File: config.mk
export PLATFORM = sky130hd
export DESIGN_NAME = dac_cmd_rx
export DESIGN_NICKNAME = d
export VERILOG_FILES = /design/src/rtl/dac_cmd_pkg.sv /design/src/rtl/pin_sync.sv /design/src/rtl/frame_fsm.sv /design/src/rtl/shift_capture.sv /design/src/rtl/reg_bank.sv /design/src/rtl/dac_cmd_rx.sv
export SDC_FILE = /design/constraint.sdc
export NUM_CORES = 1
export LEC_CHECK = 0
export ABC_AREA = 1
export ABC_CLOCK_PERIOD_IN_PS = 2950
export BUFFER_PORTS_ARGS = -buffer_cell sky130_fd_sc_hd__clkbuf_2
export CORE_UTILIZATION = 55
export CTS_BUF_LIST = sky130_fd_sc_hd__clkbuf_4 sky130_fd_sc_hd__clkbuf_8 sky130_fd_sc_hd__clkbuf_16
export DETAILED_ROUTE_END_ITERATION = 7
export PLACE_DENSITY = 0.72
export SLEW_MARGIN = 20
export SYNTH_ARGS = -nofsm -noshare
export SYNTH_HDL_FRONTEND = slang
export SYNTH_SLANG_ARGS = --single-unit
export TNS_END_PERCENT = 1
File: constraint.sdc
create_clock -name clk -period 2.95 [get_ports clk]
set_input_delay 0.1475 -clock clk [delete_from_list [all_inputs] [get_ports clk]]
set_output_delay 0.1475 -clock clk [all_outputs]
set_load 0.03 [all_outputs]
File: src/rtl/dac_cmd_pkg.sv
package dac_cmd_pkg;

    // Fixed serial word geometry: the field positions are decoded by the register bank.
    localparam int WORD_W   = 16;
    localparam int DATA_W   = 12;
    localparam int REF_W    = 2;
    localparam int SEL_HI_B = 15;
    localparam int SPD_B    = 14;
    localparam int PWR_B    = 13;
    localparam int SEL_LO_B = 12;

    typedef enum logic [1:0] {
        ST_IDLE  = 2'd0,
        ST_SHIFT = 2'd1,
        ST_ARMED = 2'd2
    } rx_state_e;

    typedef enum logic [1:0] {
        SEL_DATA  = 2'b00,
        SEL_RSV_A = 2'b01,
        SEL_RSV_B = 2'b10,
        SEL_CTRL  = 2'b11
    } target_sel_e;

    // Pin positions inside the synchronizer vector.
    localparam int PIN_DIN  = 0;
    localparam int PIN_SCLK = 1;
    localparam int PIN_FS   = 2;
    localparam int PIN_CS_N = 3;
    localparam int PIN_N    = 4;

endpackage

File: src/rtl/pin_sync.sv
module pin_sync #(
    parameter int          WIDTH   = 4,
    parameter int          STAGES  = 2,
    parameter logic [WIDTH-1:0] RST_VAL = '0
) (
    input  logic             clk,
    input  logic             rst_n,
    input  logic [WIDTH-1:0] pin_i,
    output logic [WIDTH-1:0] lvl_o,
    output logic [WIDTH-1:0] prev_o
);

    genvar gi;
    generate
        for (gi = 0; gi < WIDTH; gi++) begin : g_bit
            logic [STAGES-1:0] chain;
            logic              hist;

            always_ff @(posedge clk or negedge rst_n) begin
                if (!rst_n) begin
                    chain <= {STAGES{RST_VAL[gi]}};
                    hist  <= RST_VAL[gi];
                end else begin
                    chain <= {chain[STAGES-2:0], pin_i[gi]};
                    hist  <= chain[STAGES-1];
                end
            end

            assign lvl_o[gi]  = chain[STAGES-1];
            assign prev_o[gi] = hist;
        end
    endgenerate

endmodule

File: src/rtl/frame_fsm.sv
module frame_fsm
    import dac_cmd_pkg::*;
#(
    parameter int BITS  = WORD_W,
    localparam int CNT_W = $clog2(BITS + 1)
) (
    input  logic             clk,
    input  logic             rst_n,
    input  logic             cs_act,
    input  logic             fs_fall,
    input  logic             fs_rise,
    input  logic             sclk_fall,
    input  logic             sclk_rise,
    output logic             shift_en,
    output logic             clr_en,
    output logic             commit_en,
    output logic [CNT_W-1:0] bit_cnt
);

    localparam logic [CNT_W-1:0] LAST_IDX = CNT_W'(BITS - 1);

    rx_state_e state_q, state_d;

    // State register and bit counter
    always_ff @(posedge clk or negedge rst_n) begin
        if (!rst_n) begin
            state_q <= ST_IDLE;
            bit_cnt <= '0;
        end else begin
            state_q <= state_d;
            if (clr_en)
                bit_cnt <= '0;
            else if (shift_en)
                bit_cnt <= bit_cnt + 1'b1;
        end
    end

    // Next-state decision
    always_comb begin
        state_d = state_q;
        unique case (state_q)
            ST_IDLE: begin
                if (cs_act && fs_fall)
                    state_d = ST_SHIFT;
            end
            ST_SHIFT: begin
                if (!cs_act)
                    state_d = ST_IDLE;
                else if (fs_fall)
                    state_d = ST_SHIFT;
                else if (fs_rise)
                    state_d = ST_IDLE;
                else if (sclk_fall && bit_cnt == LAST_IDX)
                    state_d = ST_ARMED;
            end
            ST_ARMED: begin
                if (!cs_act)
                    state_d = ST_IDLE;
                else if (fs_fall)
                    state_d = ST_SHIFT;
                else if (sclk_rise || fs_rise)
                    state_d = ST_IDLE;
            end
            default: state_d = ST_IDLE;
        endcase
    end

    // Output decode
    always_comb begin
        shift_en  = 1'b0;
        clr_en    = 1'b0;
        commit_en = 1'b0;
        unique case (state_q)
            ST_IDLE: begin
                clr_en = cs_act && fs_fall;
            end
            ST_SHIFT: begin
                if (cs_act) begin
                    if (fs_fall)
                        clr_en = 1'b1;
                    else if (fs_rise)
                        commit_en = (bit_cnt != '0);
                    else if (sclk_fall)
                        shift_en = 1'b1;
                end
            end
            ST_ARMED: begin
                if (cs_act) begin
                    if (fs_fall)
                        clr_en = 1'b1;
                    else if (sclk_rise || fs_rise)
                        commit_en = 1'b1;
                end
            end
            default: ;
        endcase
    end

endmodule

File: src/rtl/shift_capture.sv
module shift_capture #(
    parameter int  BITS  = 16,
    localparam int CNT_W = $clog2(BITS + 1)
) (
    input  logic             clk,
    input  logic             rst_n,
    input  logic             clr_en,
    input  logic             shift_en,
    input  logic             bit_i,
    input  logic [CNT_W-1:0] bit_cnt,
    output logic [BITS-1:0]  word_o
);

    logic [BITS-1:0] sh_q;

    always_ff @(posedge clk or negedge rst_n) begin
        if (!rst_n)
            sh_q <= '0;
        else if (clr_en)
            sh_q <= '0;
        else if (shift_en)
            sh_q <= {sh_q[BITS-2:0], bit_i};
    end

    // Left-align whatever has arrived: the first bit always lands on the top position.
    always_comb begin
        word_o = sh_q << (BITS - int'(bit_cnt));
    end

endmodule

File: src/rtl/reg_bank.sv
module reg_bank
    import dac_cmd_pkg::*;
(
    input  logic              clk,
    input  logic              rst_n,
    input  logic              commit_en,
    input  logic [WORD_W-1:0] word_i,
    output logic [DATA_W-1:0] dac_code,
    output logic              fast_mode,
    output logic              power_down,
    output logic [REF_W-1:0]  ref_sel,
    output logic              update_pulse
);

    target_sel_e sel;

    always_comb begin
        sel = target_sel_e'({word_i[SEL_HI_B], word_i[SEL_LO_B]});
    end

    always_ff @(posedge clk or negedge rst_n) begin
        if (!rst_n) begin
            dac_code     <= '0;
            fast_mode    <= 1'b0;
            power_down   <= 1'b0;
            ref_sel      <= '0;
            update_pulse <= 1'b0;
        end else begin
            update_pulse <= 1'b0;
            if (commit_en) begin
                unique case (sel)
                    SEL_DATA: begin
                        dac_code     <= word_i[DATA_W-1:0];
                        fast_mode    <= word_i[SPD_B];
                        power_down   <= word_i[PWR_B];
                        update_pulse <= 1'b1;
                    end
                    SEL_CTRL: begin
                        ref_sel      <= word_i[REF_W-1:0];
                        fast_mode    <= word_i[SPD_B];
                        power_down   <= word_i[PWR_B];
                    end
                    SEL_RSV_A, SEL_RSV_B: ;
                    default: ;
                endcase
            end
        end
    end

endmodule

File: src/rtl/dac_cmd_rx.sv
module dac_cmd_rx
    import dac_cmd_pkg::*;
#(
    parameter int SYNC_STAGES = 2
) (
    input  logic              clk,
    input  logic              rst_n,
    input  logic              sclk,
    input  logic              din,
    input  logic              fs,
    input  logic              cs_n,
    output logic [DATA_W-1:0] dac_code,
    output logic              fast_mode,
    output logic              power_down,
    output logic [REF_W-1:0]  ref_sel,
    output logic              update_pulse
);

    localparam int CNT_W = $clog2(WORD_W + 1);
    // Idle levels: deselected, strobe high, clock high, data low.
    localparam logic [PIN_N-1:0] PIN_IDLE = 4'b1110;

    logic [PIN_N-1:0] pin_raw, pin_lvl, pin_prev;
    logic             cs_act, fs_fall, fs_rise, sclk_fall, sclk_rise;
    logic             shift_en, clr_en, commit_en;
    logic [CNT_W-1:0] bit_cnt;
    logic [WORD_W-1:0] word;

    always_comb begin
        pin_raw           = '0;
        pin_raw[PIN_DIN]  = din;
        pin_raw[PIN_SCLK] = sclk;
        pin_raw[PIN_FS]   = fs;
        pin_raw[PIN_CS_N] = cs_n;
    end

    pin_sync #(
        .WIDTH   (PIN_N),
        .STAGES  (SYNC_STAGES),
        .RST_VAL (PIN_IDLE)
    ) u_sync (
        .clk    (clk),
        .rst_n  (rst_n),
        .pin_i  (pin_raw),
        .lvl_o  (pin_lvl),
        .prev_o (pin_prev)
    );

    always_comb begin
        cs_act    = ~pin_lvl[PIN_CS_N];
        fs_fall   = pin_prev[PIN_FS]   & ~pin_lvl[PIN_FS];
        fs_rise   = ~pin_prev[PIN_FS]  &  pin_lvl[PIN_FS];
        sclk_fall = pin_prev[PIN_SCLK] & ~pin_lvl[PIN_SCLK];
        sclk_rise = ~pin_prev[PIN_SCLK] & pin_lvl[PIN_SCLK];
    end

    frame_fsm #(
        .BITS (WORD_W)
    ) u_fsm (
        .clk       (clk),
        .rst_n     (rst_n),
        .cs_act    (cs_act),
        .fs_fall   (fs_fall),
        .fs_rise   (fs_rise),
        .sclk_fall (sclk_fall),
        .sclk_rise (sclk_rise),
        .shift_en  (shift_en),
        .clr_en    (clr_en),
        .commit_en (commit_en),
        .bit_cnt   (bit_cnt)
    );

    shift_capture #(
        .BITS (WORD_W)
    ) u_shift (
        .clk      (clk),
        .rst_n    (rst_n),
        .clr_en   (clr_en),
        .shift_en (shift_en),
        .bit_i    (pin_lvl[PIN_DIN]),
        .bit_cnt  (bit_cnt),
        .word_o   (word)
    );

    reg_bank u_regs (
        .clk          (clk),
        .rst_n        (rst_n),
        .commit_en    (commit_en),
        .word_i       (word),
        .dac_code     (dac_code),
        .fast_mode    (fast_mode),
        .power_down   (power_down),
        .ref_sel      (ref_sel),
        .update_pulse (update_pulse)
    );

endmodule

==> impl_metrics.csv, run 1 <==
group,metric,value,unit
sta,min_period,2610,ps
power_and_ir_drop,irDropWorstVdd,0.480,mV
clocking,clk_root_buffer_cell,"clkbuf_8",
sta,slew_violations,0,
power_and_ir_drop,swShare,48.0,%
power_and_ir_drop,combPwrFrac,55.1,%
clocking,cts_buffers,5,
synthesis,synthCells,364,
layout,drive_above_1_share,17.4,%
power_and_ir_drop,power.switching,0.00151,W
sta,max_slew_margin,66.0,%
grt,grt_pass1_vias,2253,
synthesis,yosys_warnings,0,
grt,track_usage,25.3,%
sta,clock_skew,6.64,ps
synthesis,synth_largest_area_cell,"dfrtp_1",
synthesis,netlist_area,2850,um^2
hold_path,min_path_type,"in -> async",
grt,overflow,0,
grt,grt_pass1_wl,10600,um
worst_setup_path,r2r_setup_slack,340,ps
synthesis,synth_fp_nets,382,
sta,setup_viol,0,
synthesis,synth-main-ff-cell,"dfrtp_1",
placement,dp_hpwl,4600,um
worst_setup_path,worstPathRequired,3160,ps
clocking,cts_sinks,50,
sta,tightest_slew,510,ps
outcome,status,"completed",
layout,fin_area,3170,um^2
synthesis,synth.top_cell.area_share,36.8,%
synthesis,synth_cell_types,31,
grt,grt_max_degree,31,
floorplan,io_pins,23,
worst_setup_path,critical_path_class,"reg -> reg",
drt,initialDrtViolationCount,167,
worst_setup_path,worstRegToRegCells,18,
placement,io_buffers,22,
placement,post-place-ws,370,ps
power_and_ir_drop,seq_power_share,29.3,%
clocking,path_clk_slew,90,ps
power_and_ir_drop,power.leakage,1.61,nW
floorplan,die_w,74.0,um
floorplan,rows,25,
drt,wl_per_cell,13.8,um
worst_setup_path,path_max_fanout,21,
placement,place_congestion,0.989,
synthesis,syn_area_per_cell,7.84,um^2
sta,finalSetupTns,0,ps
drt,drc,0,
power_and_ir_drop,total_power,0.00314,W
clocking,insertion_delay,310,ps
synthesis,synthArstFlopShare,100,%
power_and_ir_drop,intPower,0.00163,W
worst_setup_path,crit_path_end_kind,"flip-flop",
floorplan,core_area,4850,um^2
power_and_ir_drop,power.density,989,nW/um^2
floorplan,die-area,5480,um^2
sta,fin_ws,340,ps
clocking,post_cts_buffers,0,
drt,ant_nets,0,
synthesis,synth.area.top_cells,"dfrtp_1 (37%), nand3_1 (15%), nand2_1 (13%)",
clocking,htreeDepth,2,
drt,vias,2548,
floorplan,fp.dieH,74.0,um
synthesis,synth_seq_cells,50,
drt,dr.pass1.iters,4,
sta,fin_crit_sh,88.5,%
drt,wl,6310,um
layout,areaGrowthSynthToFinish,11.2,%
sta,hold_viol_final,0,
synthesis,synth_edf_count,0,
worst_setup_path,worstSetupStartpointType,"flip-flop",
floorplan,start_util,58.9,%
sta,fmaxAchievable,383,MHz
drt,routed_via_density,5.56,
clocking,clockBufferDepth,2,
power_and_ir_drop,p_clk_share,15.6,%
layout,antennaDiodeCount,0,
clocking,cts_tree,"yes",
grt,antenna_found_initial,0,
synthesis,seq_area_frac_synth,44.2,%
flow_run,max_cap_viol_count,0,
layout,final_nets,408,
worst_setup_path,crit_arrival,2820,ps
placement,postPlaceCellArea,3010,um^2
sta,rsz0062_at_grt,"false",
state kept, by name (all words and copies together) (netlist names):
signal	count
u_fsm.bit_cnt	5
u_regs.dac_code	12
u_sync.g_bit.chain	8
u_sync.g_bit.hist	2
u_regs.fast_mode	1
u_fsm.state_q	2
u_regs.power_down	1
u_regs.ref_sel	2
u_regs.update_pulse	1
u_shift.sh_q	16
repair_timing:
| item | 4_1_cts | 5_1_grt |
|---|---|---|
| resized for setup | 0 | 0 |
| hold endpoints to repair | 23 | 0 |
| setup endpoints to repair | 0 | 0 |
| hold buffers | 5 | 0 |
placed cells by master (no fill, tap or decap):
master / Yosys / final
bufinv_16: 0 / 1
nor2_4: 1 / 1
dfrtp_1: 42 / 42
nor2_1: 13 / 13
o21ai_0: 12 / 12
inv_1: 23 / 23
o21ai_2: 1 / 1
a31o_2: 1 / 1
dfstp_2: 8 / 8
o31ai_1: 5 / 5
nand2_1: 100 / 100
nand2_4: 1 / 1
inv_2: 8 / 8
buf_4: 3 / 7
nor2_2: 2 / 2
nor3_1: 2 / 2
a21oi_1: 6 / 6
mux2_2: 1 / 1
dlygate4sd3_1: 0 / 5
inv_6: 0 / 1
o211ai_1: 3 / 3
ha_1: 12 / 12
nand3_1: 87 / 87
clkbuf_2: 0 / 22
nand4_1: 2 / 2
nand3b_1: 1 / 1
o22ai_1: 2 / 2
xnor2_2: 1 / 1
nand2_2: 3 / 3
nor3_4: 1 / 1
clkbuf_8: 0 / 5
clkinv_2: 0 / 1
o21ai_1: 8 / 8
nand3_2: 3 / 3
critical path: stages, from the launching register on:
cell     delay (ps)
dfrtp_1         400
inv_2            60
buf_4           240
nand3_2         160
nand2_4         190
nand3_1         120
nor2_1          230
nand2_1          80
nand2_1         100
nand2_1          70
nand2_2          80
inv_2            30
ha_1            190
nand4_1         160
nor2_1          110
nand3_1         110
nand2_1          60
nand2_1          70
nand2_1          50
cells in the mapped netlist (3+ instances only):
library cell / number
a21oi_1: 6
buf_2: 8
buf_4: 3
clkbuf_1: 3
dfrtp_1: 42
dfstp_2: 8
ha_1: 12
inv_1: 23
inv_2: 8
nand2_1: 100
nand2_2: 3
nand3_1: 87
nand3_2: 3
nor2_1: 13
o211ai_1: 3
o21ai_0: 12
o21ai_1: 8
o31ai_1: 5
cell families after synthesis:
logic type / after synthesis / share of synthesized area, %
multiplexers: 1 / 0.395
flip-flops: 50 / 44.2
buffers and inverters: 46 / 7.19
adder cells (fa/ha/maj): 12 / 5.26
AND/OR/NAND/NOR: 216 / 34.7
XOR/XNOR: 1 / 0.570
AO/OA/AOI/OAI: 38 / 7.72
worst paths after layout:
kind,startpoint,to
hold / removal,rst_n,u_regs.dac_code[0]
setup / recovery,u_fsm.bit_cnt[0],u_regs.dac_code[11]
setup reg to reg,u_fsm.bit_cnt[0],u_regs.dac_code[11]
max in group asynchronous,rst_n,u_sync.g_bit[1].chain[0]
min in group clk,u_sync.g_bit[0].chain[0],u_sync.g_bit[0].chain[1]
hold reg to reg,u_sync.g_bit[0].chain[0],u_sync.g_bit[0].chain[1]
area by class of cell:
| type | count | area [um^2] |
|---|---|---|
| inverter | 31 | 116 |
| multi-input combinational | 268 | 1390 |
| clock buffer | 5 | 68.8 |
| sequential | 50 | 1260 |
| tap | 67 | 83.8 |
| fill | 419 | 1670 |
| clock inverter | 3 | 43.8 |
| timing repair buffer | 34 | 213 |
power by group through the flow:
stage,logic [W],clock network [W],registers [W]
after floorplan,0.00122,0,0.000999
after global placement,0.00169,0,0.000925
after detailed placement,0.00170,0,0.000931
after CTS,0.00172,0.000501,0.000918
after global routing,0.00195,0.000528,0.000936
final,0.00173,0.000489,0.000919
metal layers:
metal  GRT usage [%]  wire length (um)
met1            35.5              3010
met2            39.5              2880
met3            4.47               321
met4            8.76               101
met5               0                 0
through the flow:
| stage | utilization (%) | instances | hold WS [ps] |
|---|---|---|---|
| detailed placement | 62.1 | 445 | 128 |
| CTS | 65.5 | 458 | 330 |
| global placement | 62.1 | 445 | 129 |
| global route | 65.5 | 458 | 363 |
| floorplan | - | 364 | -148 |
| finish | 65.5 | 458 | 333 |
Note: power is estimated with default switching activity, not from simulation.
==> run 2, diff against run 1 <==
Settings changed: BUFFER_PORTS_ARGS -buffer_cell sky130_fd_sc_hd__clkbuf_2 to unset, DONT_BUFFER_PORTS set to 1, PLACE_DENSITY 0.72 to 0.68.
==> run 2 against run 1 <==
  * Final cell count down 4.8%
  * Flip-flop and latch count did not move
  * Utilization down 1.9 points
  * Non-clock buffer count decreased by 22
  * Fmax shrank 1.0%
  * Via count shrank 5.8%
  * Die area did not move
  * Combinational power shrank 9%
  * Global-route usage about the same
  * Setup slack lost 28 ps
  * Routed wire length shrank 1.5%
  * Hold slack better by 15 ps
  * Largest cell class unchanged
  * Largest power group unchanged
==> impl_metrics.csv, run 2 (synthesized netlist as in run 1, its figures left out) <==
group,metric,value,unit
outcome,status,"completed",
drt,dr.pass1.iters,4,
layout,mostFrequentLayoutCell,"nand2_1",
sta,setup_viol,0,
layout,final_nets,386,
drt,routed_via_density,5.50,
power_and_ir_drop,swShare,47.8,%
grt,grt_pass1_wl,10500,um
layout,final_core_util,63.6,%
grt,antenna_found_initial,0,
layout,fill_cells,451,
power_and_ir_drop,irDropWorstVdd,0.383,mV
placement,io_buffers,0,
layout,register_area,1260,um^2
clocking,clk_root_buffer_cell,"clkbuf_8",
sta,fin_crit_sh,89.4,%
layout,drive_above_1_share,12.5,%
worst_setup_path,startpoint,"u_fsm.bit_cnt[0]",
worst_setup_path,reg2reg_from,"u_fsm.bit_cnt[0]",
grt,grtUsageMet1,36.7,%
power_and_ir_drop,intPower,0.00160,W
drt,drc,0,
floorplan,fp.dieH,74.0,um
grt,grtUsageMet2,38.5,%
sta,max_slew_margin,65.7,%
clocking,cts_tree,"yes",
sta,hold_viol_final,0,
drt,wl_per_cell,14.3,um
clocking,insertion_delay,310,ps
drt,initialDrtViolationCount,116,
clocking,htreeDepth,2,
floorplan,core_area,4850,um^2
power_and_ir_drop,power.density,996,nW/um^2
placement,place_congestion,0.904,
drt,wl,6220,um
worst_setup_path,worstSetupStartpointType,"flip-flop",
floorplan,die-area,5480,um^2
layout,fin_area,3080,um^2
flow_run,max_cap_viol_count,0,
sta,min_period,2640,ps
clocking,post_cts_buffers,0,
floorplan,rows,25,
layout,areaGrowthSynthToFinish,8.07,%
worst_setup_path,endpoint,"u_regs.dac_code[2]",
worst_setup_path,worstReg2RegEnd,"u_regs.dac_code[2]",
power_and_ir_drop,total_power,0.00307,W
worst_setup_path,path_max_fanout,21,
sta,tightest_slew,514,ps
layout,largest_reg_flops,16,
floorplan,die_w,74.0,um
sta,hold_ws,348,ps
worst_setup_path,crit_path_end_kind,"flip-flop",
floorplan,io_pins,23,
clocking,path_clk_slew,90,ps
layout,antennaDiodeCount,0,
drt,vias,2399,
power_and_ir_drop,power.leakage,1.51,nW
placement,dp_hpwl,4550,um
worst_setup_path,critical_path_class,"reg -> reg",
sta,slew_violations,0,
power_and_ir_drop,seq_power_share,32.9,%
grt,grt_max_degree,51,
layout,multi_input_area,1390,um^2
placement,postPlaceCellArea,2890,um^2
worst_setup_path,r2r_setup_slack,310,ps
worst_setup_path,worstPathRequired,3180,ps
drt,ant_nets,0,
power_and_ir_drop,p_clk_share,15.8,%
grt,use_met3,4.61,%
layout,reg_top3,"u_shift.sh_q: 16 flops, u_regs.dac_code: 12 flops, u_sync.g_bit.chain: 8 flops",
power_and_ir_drop,power.switching,0.00147,W
grt,overflow,0,
grt,track_usage,25.3,%
sta,finalSetupTns,0,ps
sta,clock_skew,3.77,ps
worst_setup_path,worstRegToRegCells,15,
power_and_ir_drop,combPwrFrac,51.3,%
layout,regMostFlops,"u_shift.sh_q",
sta,fmaxAchievable,379,MHz
worst_setup_path,crit_arrival,2870,ps
hold_path,min_path_type,"in -> async",
sta,rsz0062_at_grt,"false",
clocking,clockBufferDepth,2,
clocking,cts_sinks,50,
clocking,cts_buffers,5,
floorplan,start_util,58.9,%
grt,busiest_layer,"met2",
grt,grt_pass1_vias,2214,
layout,layout_common_cells,"nand2_1 (100), nand3_1 (87), dfrtp_1 (42), inv_1 (23), nor2_1 (13)",
## run 2: changes by cell type in the layout (fill, tap and decap cells not counted), sizes merged
cell and change:
clkbuf -22
## run 2: worst min path at each step
stage | startpoint | end | slack (ps) | cells after the start
after floorplan | rst_n | u_fsm.bit_cnt[0] | -150 | 0
after global placement | rst_n | u_fsm.state_q[1] | -150 | 0
after detailed placement | rst_n | u_fsm.state_q[1] | -150 | 0
after CTS | rst_n | u_regs.dac_code[0] | 340 | 2
after global routing | rst_n | u_regs.ref_sel[1] | 360 | 2
final | rst_n | u_regs.dac_code[0] | 350 | 2
## run 2: final cells by class
cell class	instances	area share, %
Multi-Input combinational cell	268	45.0
Sequential cell	50	40.9
Timing Repair Buffer	12	3.98
Inverter	31	3.77
Tap cell	67	2.72
Clock buffer	5	2.23
Clock inverter	3	1.42
## run 2: metal layers
| metal | vias up | wire (um) | share of wire [%] |
|---|---|---|---|
| met5 | - | 0 | 0 |
| met4 | 0 | 76 | 1.2 |
| met3 | 8 | 264 | 4.2 |
| met2 | 60 | 2810 | 45 |
| met1 | 1108 | 3060 | 49 |
| li1 | 1223 | - | - |
## run 2: what timing repair did
action,4_1_cts,5_1_grt
hold endpoints to repair,54,0
hold buffers,6,0
resized for setup,0,0
## run 2: worst max-delay path, cell delays in order (launching register included)
cell	delay, ps
dfrtp_1	400
inv_2	70
buf_4	240
nand3_2	150
nand2_4	190
nand3_1	140
nor2_1	210
nand2_1	70
nand2_1	110
nand2_1	70
nand2_2	70
inv_2	30
ha_1	200
nand3_1	410
nand2_1	100
o21ai_0	100
## run 2: metrics by stage
stage	instances	setup slack [ps]
after floorplan	364	310
after CTS	436	310
after detailed placement	422	333
after global placement	422	365
final	436	312
after global routing	436	11.9
## run 2: power by group through the flow
stage / clock network [W] / logic, W / registers [W]
after floorplan: 0 / 0.00122 / 0.000999
after CTS: 0.000506 / 0.00157 / 0.00101
final: 0.000486 / 0.00158 / 0.00101
after global routing: 0.000536 / 0.00177 / 0.00103
after global placement: 0 / 0.00153 / 0.00102
after detailed placement: 0 / 0.00154 / 0.00103
